===== src/rtl/diag_pkg.sv =====
package diag_pkg;

    typedef enum logic [1:0] {
        CLR_NONE   = 2'd0,
        CLR_LEVEL  = 2'd1,
        CLR_SPI    = 2'd2,
        CLR_COMMIT = 2'd3
    } clr_kind_e;

    // Pin clear wins over serial re-entry, which wins over read commit.
    function automatic clr_kind_e pick_clear(input logic di, input logic en,
                                             input logic spi, input logic commit);
        if (di || !en)
            return CLR_LEVEL;
        else if (spi)
            return CLR_SPI;
        else if (commit)
            return CLR_COMMIT;
        return CLR_NONE;
    endfunction

    // Bridge may run only when enabled and not disabled.
    function automatic logic run_state(input logic di, input logic en);
        return en & ~di;
    endfunction

endpackage


===== src/rtl/diag_clear_ctrl.sv =====
module diag_clear_ctrl
    import diag_pkg::*;
(
    input  logic      pin_di,
    input  logic      pin_en,
    input  logic      spi_entry,
    input  logic      rd_commit,
    output clr_kind_e kind
);

    always_comb begin
        kind = pick_clear(pin_di, pin_en, spi_entry, rd_commit);
    end

endmodule


===== src/rtl/diag_sticky_cell.sv =====
module diag_sticky_cell
    import diag_pkg::*;
(
    input  logic      clk,
    input  logic      rst,
    input  clr_kind_e kind,
    input  logic      rd_start,
    input  logic      pend,
    input  logic      use_post,
    input  logic      evt_n,
    output logic      stored_q,
    output logic      post_q
);

    always_ff @(posedge clk) begin
        if (rst) begin
            stored_q <= 1'b1;
            post_q   <= 1'b1;
        end else begin
            case (kind)
                CLR_LEVEL, CLR_SPI: begin
                    stored_q <= 1'b1;
                    post_q   <= 1'b1;
                end
                CLR_COMMIT: begin
                    stored_q <= (use_post ? post_q : 1'b1) & evt_n;
                    post_q   <= 1'b1;
                end
                default: begin
                    stored_q <= stored_q & evt_n;
                    if (rd_start)
                        post_q <= evt_n;
                    else if (pend)
                        post_q <= post_q & evt_n;
                end
            endcase
        end
    end

endmodule


===== src/rtl/diag_sticky_bank.sv =====
module diag_sticky_bank
    import diag_pkg::*;
#(
    parameter int W = 7
) (
    input  logic         clk,
    input  logic         rst,
    input  clr_kind_e    kind,
    input  logic         rd_start,
    input  logic [W-1:0] evt_n,
    output logic [W-1:0] stored_q
);

    logic         pend_q;
    logic         use_post;
    logic [W-1:0] post_q;

    assign use_post = pend_q && !rd_start;

    always_ff @(posedge clk) begin
        if (rst)
            pend_q <= 1'b0;
        else if (kind != CLR_NONE)
            pend_q <= 1'b0;
        else if (rd_start)
            pend_q <= 1'b1;
    end

    for (genvar i = 0; i < W; i++) begin : g_cell
        diag_sticky_cell u_cell (
            .clk      (clk),
            .rst      (rst),
            .kind     (kind),
            .rd_start (rd_start),
            .pend     (pend_q),
            .use_post (use_post),
            .evt_n    (evt_n[i]),
            .stored_q (stored_q[i]),
            .post_q   (post_q[i])
        );
    end


    sticky_hold_chk: assert property (@(posedge clk) disable iff (rst)
        kind == CLR_NONE |=> (stored_q & ~$past(stored_q)) == '0);


    level_clear_chk: assert property (@(posedge clk) disable iff (rst)
        kind == CLR_LEVEL |=> &stored_q);


    commit_keep_chk: assert property (@(posedge clk) disable iff (rst)
        (kind == CLR_COMMIT && !(&evt_n)) |=> !(&stored_q));


    pend_set_chk: assert property (@(posedge clk) disable iff (rst)
        (rd_start && kind == CLR_NONE) |=> pend_q);

endmodule


===== src/rtl/diag_fault_reg.sv =====
module diag_fault_reg
    import diag_pkg::*;
#(
    parameter int NUM_OUT = 2,
    parameter int CODE_W  = 2
) (
    input  logic                        clk,
    input  logic                        rst,
    input  logic [NUM_OUT*CODE_W-1:0]   ch_code,
    input  logic                        cur_lim_evt,
    input  logic                        cur_red_evt,
    input  logic                        ot_evt,
    input  logic                        pin_di,
    input  logic                        pin_en,
    input  logic                        uv,
    input  logic                        spi_entry,
    input  logic                        rd_start,
    input  logic                        rd_commit,
    output logic [NUM_OUT*CODE_W+3:0]   diag_q,
    output logic [NUM_OUT*CODE_W+3:0]   rd_data
);

    localparam int FIELD_W  = NUM_OUT * CODE_W;
    localparam int STICKY_W = FIELD_W + 3;
    localparam int REG_W    = STICKY_W + 1;

    clr_kind_e           kind;
    logic [STICKY_W-1:0] evt_n;
    logic [STICKY_W-1:0] stored;
    logic [FIELD_W-1:0]  field_vis;

    assign evt_n = {~ot_evt, ~cur_red_evt, ~cur_lim_evt, ch_code};

    diag_clear_ctrl u_clr (
        .pin_di    (pin_di),
        .pin_en    (pin_en),
        .spi_entry (spi_entry),
        .rd_commit (rd_commit),
        .kind      (kind)
    );

    diag_sticky_bank #(.W(STICKY_W)) u_bank (
        .clk      (clk),
        .rst      (rst),
        .kind     (kind),
        .rd_start (rd_start),
        .evt_n    (evt_n),
        .stored_q (stored)
    );

    assign field_vis = uv ? '0 : stored[FIELD_W-1:0];
    assign diag_q    = {run_state(pin_di, pin_en), stored[STICKY_W-1:FIELD_W], field_vis};

    always_ff @(posedge clk) begin
        if (rst)
            rd_data <= '1;
        else if (rd_start)
            rd_data <= diag_q;
    end


    uv_snap_chk: assert property (@(posedge clk) disable iff (rst)
        (rd_start && uv) |=> rd_data[FIELD_W-1:0] == '0);


    run_snap_chk: assert property (@(posedge clk) disable iff (rst)
        rd_start |=> rd_data[REG_W-1] == $past(pin_en && !pin_di));


    snap_hold_chk: assert property (@(posedge clk) disable iff (rst)
        !rd_start |=> $stable(rd_data));


    spi_clear_chk: assert property (@(posedge clk) disable iff (rst)
        (spi_entry && pin_en && !pin_di) |=> &stored);

endmodule


===== config.mk =====
export PLATFORM = sky130hd
export DESIGN_NAME = diag_fault_reg
export DESIGN_NICKNAME = d
export VERILOG_FILES = /design/src/rtl/diag_pkg.sv /design/src/rtl/diag_clear_ctrl.sv /design/src/rtl/diag_sticky_cell.sv /design/src/rtl/diag_sticky_bank.sv /design/src/rtl/diag_fault_reg.sv
export SDC_FILE = /design/constraint.sdc
export NUM_CORES = 1
export LEC_CHECK = 0
export ABC_AREA = 1
export BUFFER_PORTS_ARGS = -buffer_cell sky130_fd_sc_hd__buf_4
export CAP_MARGIN = 20
export CORE_ASPECT_RATIO = 1.1
export CORE_MARGIN = 1.5
export CORE_UTILIZATION = 52
export DETAILED_ROUTE_END_ITERATION = 8
export GPL_ROUTABILITY_DRIVEN = 0
export MAX_ROUTING_LAYER = met4
export PLACE_DENSITY = 0.81
export SETUP_SLACK_MARGIN = 0.2
export SYNTH_ARGS = -nofsm -noshare
export SYNTH_HDL_FRONTEND = slang
export SYNTH_SLANG_ARGS = --single-unit

===== constraint.sdc =====
create_clock -name clk -period 2.6 [get_ports clk]
set_clock_uncertainty 0.15 [all_clocks]
set_input_delay 0.52 -clock clk [delete_from_list [all_inputs] [get_ports clk]]
set_output_delay 0.52 -clock clk [all_outputs]
set_load 0.05 [all_outputs]

==> run summary <==
status: complete, but fails checks
failing checks: DRC
Starting Density: 55.62%
CTS tree: built
Lkg Pwr: 0.5850 nW
TritonRoute pass-1 iters: 6
Final Hold Fails: 0
final setup violating endpoints: 0
via count: 917
DR iter-0 viols: 18
clock root buffer: clkbuf_4
Place WS: 0.9083 ns
I/O Buffers: 30
routed len/inst: 11.50 µm
CP Max Fanout: 2
global-route wire length before repair: 3284 µm
clock buffer depth: 2
Pins Over Slew Limit: 0
post-CTS setup buffers: 0
Critical Path RT: 1.93 ns
Mapped Cells: 131
total CTS buffers: 3
PwrDens: 543.9 mW/mm²
largest net degree at the start of global routing: 15
sequential area share after synthesis: 46.46%
number of nets with antenna violations after routing: 0
period utilization: 66.32%
power share of the combinational group: 20.6%
synthesized flop and latch total: 23
Vias/cell: 5.181
worst-skew pair later-pin latency: 0.31 ns
switching share of power: 29.35%
arrival time worst endpoint: 1.05 ns
R2R cell count: 4
total grt overflow: 0
Pint: 469.2 µW
Tmin final: 1.724 ns
CP delay by family, top: flip-flops
critical path class: reg2out
Clk network pwr share: 23.9%
Layout area overhead: 23.23%
final setup TNS: 0 ns
RSZ-0062 raised after global routing: false
number of nets in the layout: 175
hold_buf cts: 0
# rows: 16
Hold WC Path Type: in2reg
DRC errors left: 5
share of cells above drive strength 1: 27.67%
Final Cell Area: 0.001221 mm²
GRT Total Usage: 20.62%
Critical Path, Cell by Cell: inv_1 > nor2_1 > buf_4
Mapped Area: 991.0 µm²
Core Region: 0.001782 mm²
Achievable Freq: 0.5799 GHz
ant diodes: 0
Worst Setup End Kind: output pin
H-tree depth: 1
max-cap violation count: 0
hold depth: 2
Critical Path Slowest Stage Cell: dfxtp_1
Critical Path Max Stage Delay: 0.32 ns
VDD IR-drop max: 0.0003274 V
Syn Area/Cell: 7.565 µm²
post_cts resized: 0
post-route worst setup slack: 0.8757 ns
Rel. slew slack: 79.07%
die area: 0.002177 mm²
CP Depth: 3
clock-pin slew on the worst setup and hold paths: 0.11 ns
io pins: 31
DP HPWL: 1536 µm
Yosys Warn Count: 0
initial antenna violation count: 0
Worst setup SP type: flip-flop
area of placed instances: 0.001195 mm²
Cell variety after synth: 19
Slew @ Worst Pin: 0.3130 ns
Psw: 194.9 µW
share of power burned in registers: 55.5%
Clock Sinks: 23
synthesized net count: 146
WL final: 2035 µm
Chip Width: 44.62 µm
Die Ht: 48.79 µm
Buf+Inv Stages, Crit Path: 2
number of global-route vias before repair: 752
[metal layers]
metal | vias up | GRT usage (%) | part of all wire [%]
li1 | 466 | - | -
met1 | 413 | 27.03 | 43
met2 | 32 | 30.92 | 48
met3 | 6 | 2.222 | 6.4
met4 | 0 | 10.61 | 1.8
met5 | - | - | 0
[synthesized netlist by cell type]
cell type,count,area share [%]
a21oi_1,5,2.5
buf_2,2,1.0
buf_4,3,2.3
buf_6,1,1.1
dfxtp_1,23,46
inv_1,15,5.7
inv_2,2,0.76
nand2_1,41,16
nand2_2,1,0.63
nand3_1,9,4.5
nand3_2,2,2.0
nor2_1,11,4.2
nor2_2,2,1.3
nor2_4,2,2.3
nor3_4,1,1.6
nor4_1,1,0.63
o211ai_1,4,3.0
o211ai_2,1,1.3
o22ai_1,5,3.2
[metrics by stage]
step	hold slack, ns	power [mW]	instances	util (%)
after floorplan	0.3011	0.4675	131	-
after global placement	0.2951	0.5112	173	67.06
after detailed placement	0.3034	0.5136	173	67.06
after CTS	0.2653	0.6695	177	68.54
after global routing	0.2521	0.6974	177	68.54
final	0.2717	0.6641	177	68.54
[power by group through the flow]
stage | Sequential, mW | Combinational (mW) | Clock, mW
after floorplan | 0.404 | 0.0634 | 0
after global placement | 0.376 | 0.135 | 0
after detailed placement | 0.377 | 0.137 | 0
after CTS | 0.369 | 0.137 | 0.164
after global routing | 0.370 | 0.147 | 0.181
final | 0.368 | 0.137 | 0.159
[area by class of cell]
class,count,area [µm²]
clock buffer,4,26.28
fill,150,560.5
inverter,17,63.81
multi-input combinational,85,422.9
sequential,23,460.4
tap,18,22.52
timing repair buffer,30,225.2
[final timing paths]
check                                         from                             end  slack [ns]
setup / recovery  u_bank.g_cell[0].u_cell.stored_q                       diag_q[0]        0.88
hold / removal                           rd_commit                   u_bank.pend_q        0.27
setup reg to reg                     u_bank.pend_q  u_bank.g_cell[3].u_cell.post_q        1.49
hold reg to reg                         rd_data[1]                      rd_data[1]        0.33
[state kept, by name, summed over array words and instances (netlist names)]
name                           flops
rd_data                            8
u_bank.g_cell.u_cell.stored_q      7
u_bank.pend_q                      1
u_bank.g_cell.u_cell.post_q        7
[cell usage in the layout (no fill, tap or decap)]
| cell type | n |
|---|---|
| nor2_1 | 11 |
| o211ai_2 | 1 |
| inv_1 | 15 |
| clkbuf_4 | 3 |
| nor3_4 | 1 |
| nor2_2 | 2 |
| nand2_2 | 1 |
| o211ai_1 | 4 |
| inv_2 | 2 |
| dfxtp_1 | 23 |
| nand3_1 | 9 |
| nand3_2 | 2 |
| o22ai_1 | 5 |
| nor4_1 | 1 |
| clkbuf_1 | 1 |
| nand2_1 | 41 |
| buf_4 | 30 |
| nor2_4 | 2 |
| a21oi_1 | 5 |
[kinds of logic (layout without fill, tap and decap cells)]
kind of cell	count (synthesis)	after routing	share of synthesized area, %
flip-flops	23	23	46.46
AO/OA/AOI/OAI	15	15	9.974
AND/OR/NAND/NOR	70	70	32.70
buffers and inverters	23	51	10.86
(Power assumes the default switching activity.)
